**src/rtl/tmr_pkg.sv**
```systemverilog
package tmr_pkg;

    localparam int DATA_W    = 32;
    localparam int ADDR_W    = 4;
    localparam int UF_BIT    = 8;
    localparam int CAPF_BIT  = 9;
    localparam int RSV_LSB   = 10;
    localparam int SHIFT_MAX = 10;
    localparam int SHIFT_W   = 4;

    typedef enum logic [1:0] {
        SEL_RELOAD = 2'd0,
        SEL_COUNT  = 2'd1,
        SEL_CTRL   = 2'd2,
        SEL_CAPT   = 2'd3
    } reg_sel_e;

    typedef struct packed {
        logic [1:0] cap_mode;
        logic       uf_ie;
        logic [1:0] edge_sel;
        logic [2:0] psc;
    } ctrl_t;

    function automatic logic psc_internal(input logic [2:0] p);
        return p <= 3'd4;
    endfunction

    function automatic logic [SHIFT_W-1:0] psc_shift(input logic [2:0] p);
        return 4'd2 + {p, 1'b0};
    endfunction

    function automatic logic ctrl_legal(input logic [DATA_W-1:0] w,
                                        input logic has_ext,
                                        input logic has_capt);
        logic ok;
        ok = 1'b1;
        case (w[2:0])
            3'd5:       ok = 1'b0;
            3'd6, 3'd7: if (!has_ext) ok = 1'b0;
            default:    ;
        endcase
        if ((w[4:3] != 2'd0) && !has_ext) ok = 1'b0;
        if (w[7:6] == 2'd1) ok = 1'b0;
        if (w[7] && !has_capt) ok = 1'b0;
        if (w[CAPF_BIT] && !has_capt) ok = 1'b0;
        if (|w[DATA_W-1:RSV_LSB]) ok = 1'b0;
        return ok;
    endfunction

endpackage

```
**src/rtl/tmr_prescaler.sv**
```systemverilog
module tmr_prescaler
    import tmr_pkg::*;
#(
    parameter int MAX_SHIFT = SHIFT_MAX
) (
    input  logic               clk,
    input  logic               rst,
    input  logic               tick_en,
    input  logic               run,
    input  logic               clr,
    input  logic [SHIFT_W-1:0] shift,
    output logic               fire
);

    logic [MAX_SHIFT-1:0] pcnt;
    logic [MAX_SHIFT-1:0] term;

    always_comb begin
        for (int i = 0; i < MAX_SHIFT; i++) begin
            term[i] = (i < int'(shift));
        end
    end

    assign fire = run & tick_en & ~clr & (pcnt == term);

    always_ff @(posedge clk) begin
        if (rst) begin
            pcnt <= '0;
        end else if (clr) begin
            pcnt <= '0;
        end else if (run && tick_en) begin
            pcnt <= fire ? '0 : pcnt + 1'b1;
        end
    end

    a_r8_phase_clear: assert property (@(posedge clk) disable iff (rst)
        clr |=> (pcnt == '0));

    a_r4_hold_when_stopped: assert property (@(posedge clk) disable iff (rst)
        (!run && !clr) |=> $stable(pcnt));

    a_r3_wrap_after_fire: assert property (@(posedge clk) disable iff (rst)
        fire |=> (pcnt == '0));

endmodule

```
**src/rtl/tmr_downcount.sv**
```systemverilog
module tmr_downcount #(
    parameter int W = 32
) (
    input  logic         clk,
    input  logic         rst,
    input  logic         load,
    input  logic [W-1:0] load_val,
    input  logic         tick,
    input  logic [W-1:0] reload,
    output logic [W-1:0] cnt,
    output logic         uf
);

    assign uf = tick & ~load & (cnt == '0);

    always_ff @(posedge clk) begin
        if (rst) begin
            cnt <= '1;
        end else if (load) begin
            cnt <= load_val;
        end else if (tick) begin
            cnt <= uf ? reload : cnt - 1'b1;
        end
    end

    a_r5_reload_on_zero: assert property (@(posedge clk) disable iff (rst)
        uf |=> (cnt == $past(reload)));

    a_r12_write_wins: assert property (@(posedge clk) disable iff (rst)
        load |=> (cnt == $past(load_val)));

    a_r3_single_step: assert property (@(posedge clk) disable iff (rst)
        (tick && !load && cnt != '0) |=> (cnt == $past(cnt) - 1'b1));

endmodule

```
**src/rtl/tmr_regs.sv**
```systemverilog
module tmr_regs
    import tmr_pkg::*;
#(
    parameter bit HAS_EXT  = 1'b0,
    parameter bit HAS_CAPT = 1'b1
) (
    input  logic              clk,
    input  logic              rst,
    input  logic              wr_en,
    input  logic              rd_en,
    input  logic [ADDR_W-1:0] addr,
    input  logic [DATA_W-1:0] wdata,
    input  logic [DATA_W-1:0] cnt_val,
    input  logic              uf,
    output ctrl_t             ctrl,
    output logic [DATA_W-1:0] reload,
    output logic              cnt_load,
    output logic              ctrl_upd,
    output logic              irq,
    output logic              err,
    output logic [DATA_W-1:0] rdata
);

    localparam int CTRL_W = $bits(ctrl_t);

    reg_sel_e          sel;
    logic              bad_off;
    logic              wr_ok;
    logic              legal;
    logic              bad_ctrl;
    logic              flag_q;
    logic [DATA_W-1:0] capt_q;

    assign sel      = reg_sel_e'(addr[3:2]);
    assign bad_off  = (addr[1:0] != 2'b00) || (sel == SEL_CAPT && !HAS_CAPT);
    assign wr_ok    = wr_en & ~bad_off;
    assign legal    = ctrl_legal(wdata, HAS_EXT, HAS_CAPT);
    assign ctrl_upd = wr_ok & (sel == SEL_CTRL) & legal;
    assign bad_ctrl = wr_ok & (sel == SEL_CTRL) & ~legal;
    assign cnt_load = wr_ok & (sel == SEL_COUNT);
    assign irq      = flag_q & ctrl.uf_ie;

    always_ff @(posedge clk) begin
        if (rst) begin
            ctrl   <= '0;
            reload <= '1;
            capt_q <= '0;
            flag_q <= 1'b0;
            err    <= 1'b0;
        end else begin
            if (wr_ok && sel == SEL_RELOAD) reload <= wdata;
            if (wr_ok && sel == SEL_CAPT)   capt_q <= wdata;
            if (ctrl_upd) ctrl <= ctrl_t'(wdata[CTRL_W-1:0]);
            flag_q <= uf | (flag_q & ~(ctrl_upd & ~wdata[UF_BIT]));
            err    <= ((wr_en || rd_en) && bad_off) || bad_ctrl;
        end
    end

    always_comb begin
        rdata = '0;
        if (!bad_off) begin
            case (sel)
                SEL_RELOAD: rdata = reload;
                SEL_COUNT:  rdata = cnt_val;
                SEL_CTRL:   begin
                    rdata[CTRL_W-1:0] = ctrl;
                    rdata[UF_BIT]     = flag_q;
                end
                SEL_CAPT:   rdata = capt_q;
                default:    rdata = '0;
            endcase
        end
    end

    a_r9_illegal_keeps_ctrl: assert property (@(posedge clk) disable iff (rst)
        bad_ctrl |=> ($stable(ctrl) && err));

    a_r6_write_never_sets: assert property (@(posedge clk) disable iff (rst)
        (wr_en && !uf) |=> !$rose(flag_q));

    a_r6_zero_clears: assert property (@(posedge clk) disable iff (rst)
        (ctrl_upd && !wdata[UF_BIT]) |=> !flag_q);

    a_r11_bad_offset_err: assert property (@(posedge clk) disable iff (rst)
        ((wr_en || rd_en) && bad_off) |=> (err && $stable(reload)));

endmodule

```
**src/rtl/tmr_channel.sv**
```systemverilog
module tmr_channel
    import tmr_pkg::*;
#(
    parameter bit HAS_EXT  = 1'b0,
    parameter bit HAS_CAPT = 1'b1
) (
    input  logic              clk,
    input  logic              rst,
    input  logic              tick_en,
    input  logic              start,
    input  logic              wr_en,
    input  logic              rd_en,
    input  logic [ADDR_W-1:0] addr,
    input  logic [DATA_W-1:0] wdata,
    output logic [DATA_W-1:0] rdata,
    output logic              irq,
    output logic              err
);

    ctrl_t              ctrl;
    logic [DATA_W-1:0]  reload;
    logic [DATA_W-1:0]  cnt_val;
    logic               cnt_load;
    logic               ctrl_upd;
    logic               run;
    logic               step;
    logic               uf;
    logic [SHIFT_W-1:0] shift;

    assign run   = start & psc_internal(ctrl.psc);
    assign shift = psc_shift(ctrl.psc);

    tmr_regs #(
        .HAS_EXT (HAS_EXT),
        .HAS_CAPT(HAS_CAPT)
    ) u_regs (
        .clk     (clk),
        .rst     (rst),
        .wr_en   (wr_en),
        .rd_en   (rd_en),
        .addr    (addr),
        .wdata   (wdata),
        .cnt_val (cnt_val),
        .uf      (uf),
        .ctrl    (ctrl),
        .reload  (reload),
        .cnt_load(cnt_load),
        .ctrl_upd(ctrl_upd),
        .irq     (irq),
        .err     (err),
        .rdata   (rdata)
    );

    tmr_prescaler #(
        .MAX_SHIFT(SHIFT_MAX)
    ) u_psc (
        .clk    (clk),
        .rst    (rst),
        .tick_en(tick_en),
        .run    (run),
        .clr    (ctrl_upd),
        .shift  (shift),
        .fire   (step)
    );

    tmr_downcount #(
        .W(DATA_W)
    ) u_cnt (
        .clk     (clk),
        .rst     (rst),
        .load    (cnt_load),
        .load_val(wdata),
        .tick    (step),
        .reload  (reload),
        .cnt     (cnt_val),
        .uf      (uf)
    );

    a_r7_irq_follows_flag: assert property (@(posedge clk) disable iff (rst)
        uf |=> (irq == ctrl.uf_ie));

endmodule

```
**config.mk**
```make
export PLATFORM = sky130hd
export DESIGN_NAME = tmr_channel
export DESIGN_NICKNAME = d
export VERILOG_FILES = /design/src/rtl/tmr_pkg.sv /design/src/rtl/tmr_prescaler.sv /design/src/rtl/tmr_downcount.sv /design/src/rtl/tmr_regs.sv /design/src/rtl/tmr_channel.sv
export SDC_FILE = /design/constraint.sdc
export NUM_CORES = 1
export LEC_CHECK = 0
export ABC_AREA = 1
export ABC_CLOCK_PERIOD_IN_PS = 6300
export BUFFER_PORTS_ARGS = -buffer_cell sky130_fd_sc_hd__buf_2
export CAP_MARGIN = 20
export CORE_ASPECT_RATIO = 0.9
export CORE_MARGIN = 2
export CORE_UTILIZATION = 55
export CTS_BUF_LIST = sky130_fd_sc_hd__clkbuf_4
export CTS_CLUSTER_SIZE = 10
export DETAILED_ROUTE_END_ITERATION = 12
export PLACE_DENSITY_LB_ADDON = 0.2
export SLEW_MARGIN = 40
export SYNTH_ARGS = -nofsm -noshare
export SYNTH_HDL_FRONTEND = slang
export SYNTH_SLANG_ARGS = --single-unit
```
**constraint.sdc**
```tcl
create_clock -name clk -period 6.3 [get_ports clk]
set_clock_uncertainty 0.2 [all_clocks]
set_input_delay 1.26 -clock clk [delete_from_list [all_inputs] [get_ports clk]]
set_output_delay 1.26 -clock clk [all_outputs]
set_load 0.005 [all_outputs]
```
==> reports/summary.txt <==
Status: complete, no violations
Area delta synth->final: 8.69%
Fin crit share: 0.712
Register area: 0.00232 sq mm
Peak Freq: 223 MHz
CP required: 4.84 ns
Fin Hold WS: 0.254 ns
I/O pins: 76
Post-synth top area share: 0.321
Count of state elements after synthesis: 116
Die area: 0.0141 sq mm
Maximum cell stage delay along the critical path: 0.68 ns
Final nets: 1256
Fraction of layout cells with a size suffix above 1: 0.128
Avg WL per Cell: 15.6 um
Vias: 7704
Hold-fix buffers, CTS: 0
Die height: 113 um
Critical Path End Type: primary output
First-pass GRT wire length: 34600 um
Post-synthesis sequential area ratio: 0.321
Most frequent cells in the layout: 304 x nand2_1, 178 x inv_1, 116 x dfxtp_1
Worst-Skew Late Latency: 0.59 ns
# Post-CTS Setup Buffers: 0
Core ar.: 0.0127 sq mm
CP most frequent cell: buf_2
Placer congestion estimate: 0.931
Post-layout util: 0.617
Initial antenna violation count: 3
Root Driver: clkbuf_4
Die span in x: 125 um
Hold path cells: 2
Detail Route Antenna Nets: 0
Ys flop type: dfxtp_1
Final setup fails: 0
DP Wirelength: 15200 um
CP max-delay cell: nor2_2
Number of cells on the critical path: 6
Mapped cell area: 0.00722 sq mm
Synth unique cells: 40
Total grt overflow: 0
Worst Path Arrival: 3.03 ns
R2R cell count: 13
Sink Count: 116
Critical path peak fanout: 17
Post-CTS sizing: 0
CP Class: input port to primary output
Syn_nets: 1209
Num CTS Buffers: 17
Initial core utilization: 0.567
Cell family with most CP delay: simple AND/OR/NAND/NOR gates
Worst Hold Class: register to register
Buf/Inv on CP: 3
Cell taking the most area after synthesis: dfxtp_1
Synth Warn #: 0
Tmin final: 4.49 ns
Area contributors post-synth: dfxtp_1 32%, nand2_1 16%, inv_1 9.2%
Total track usage: 0.310
Slew HR: 0.443
Bufs on Longest Clock Path: 2
Max_cap viols: 0
Post-synth EDFFs: 0
Fill cell count: 1256
Leakage power figure: 4.08 nW
Vias in the first global route: 6720
Syn Area/Cell: 6.22 sq um
Clock slew at reported path FFs: 0.11 ns
Ys async rst share: 0
H-tree Lvls: 4
TNS Setup: 0 ns
Unrepaired setup endpoints after global routing: false
Final Hold Fails: 0
Crit-path cells: buf_2 -> nor2_2 -> inv_2 -> o21ai_0 -> a21oi_1 -> buf_2
Worst Max-Slew Pin Slew: 0.834 ns
Rows: 39
Avg Vias per Cell: 5.55
Post-Route WL: 21700 um
TritonCTS clock tree: done
Port Buf Inserts: 75
Largest net degree at the start of global routing: 56
DR pass1 iterations: 8
Most common cell after layout, fill and taps aside: nand2_1
Remaining DRCs: 0
Cell count after synthesis: 1162
Multi-input gate area: 0.00395 sq mm
Final Max Tran Viols: 0
Worst VDD drop: 0.231 mV
Initial DRC Count: 818
CP startpoint kind: input port
Pwr per Cell Area: 183 mW/mm^2
## kinds of logic (layout without fill, tap and decap cells)
| family | after synthesis | count (layout) | share of synthesized area |
|---|---|---|---|
| buffers and inverters | 243 | 302 | 0.134 |
| other | 0 | 2 | 0 |
| AOI/OAI and AO/OA | 226 | 226 | 0.177 |
| and+or+nand+nor | 559 | 559 | 0.344 |
| xor gates and xnor gates | 13 | 13 | 0.0158 |
| DFF | 116 | 116 | 0.321 |
| adders and majority gates | 5 | 5 | 0.00866 |
## cells in the mapped netlist, types with 2 or more instances
master / count
nor2_2: 11
nand3_1: 84
nand4_1: 11
nand3b_1: 14
a21oi_1: 86
nor2_4: 8
o2111ai_1: 2
buf_1: 3
dfxtp_1: 116
ha_1: 5
nand3_2: 2
nor2_1: 99
o21ai_1: 4
clkinv_1: 4
nand2_2: 9
nand2_1: 305
xor2_1: 8
buf_2: 13
inv_1: 178
nor3b_1: 2
o221ai_1: 20
clkbuf_1: 28
o211ai_1: 8
buf_6: 4
nor2_8: 2
o21ai_0: 91
a31oi_1: 2
o22ai_1: 3
buf_4: 2
xnor2_1: 5
inv_2: 11
a221oi_1: 8
nor3_1: 7
## layout make-up
type	instances	area share
Multi-Input combinational cell	803	0.503
Sequential cell	116	0.296
Inverter	193	0.0923
Timing Repair Buffer	78	0.0516
Tap cell	164	0.0261
Clock buffer	21	0.0201
Clock inverter	10	0.0110
Antenna cell	2	0.000637
## worst reg2reg max path, delay by kind of cell, from the launching register on
| family | cells | cell delay [ns] |
|---|---|---|
| simple gates | 10 | 1.58 |
| fa+ha+maj | 1 | 0.34 |
| flops | 1 | 0.40 |
| buf+inv | 2 | 0.15 |
## flip-flops by register name (all words and copies together), names as in the netlist
register and cells:
u_regs.flag_q 1, u_regs.err 1, u_regs.ctrl 8, u_regs.capt_q 32, u_regs.reload 32, u_psc.pcnt 10
u_cnt.cnt 32
## report_power, final
group | switching, mW | total, mW | internal (mW)
combinational | 0.114 | 0.172 | 0.0581
clock | 0.297 | 0.505 | 0.207
sequential | 0.0137 | 0.763 | 0.749
## metal layers
layer,wire length (um),GRT usage,share of wire
met2,9050,0.449,0.42
met4,546,0.110,0.025
met3,2290,0.0733,0.11
met1,9800,0.452,0.45
met5,0,0,0
## path summary, 6_finish.rpt
path | startpoint | to | slack [ns]
worst max-delay path | addr[3] | rdata[4] | 1.81
worst min-delay path | u_regs.ctrl[4] | u_regs.ctrl[4] | 0.25
worst max register to register | u_regs.ctrl[0] | u_cnt.cnt[29] | 3.56
worst min register to register | u_regs.ctrl[4] | u_regs.ctrl[4] | 0.25
## stage by stage
stage	setup slack [ns]	total power, mW	cells	cell area, sq um
2_1_floorplan	2.73	0.884	1162	7220
3_3_place_gp	1.66	0.945	1353	7580
3_5_place_dp	1.84	0.948	1354	7600
4_1_cts	1.83	1.44	1385	7850
5_1_grt	1.68	1.49	1387	7850
6_report	1.81	1.44	1387	7850
Power figures use the tool's default switching activity.
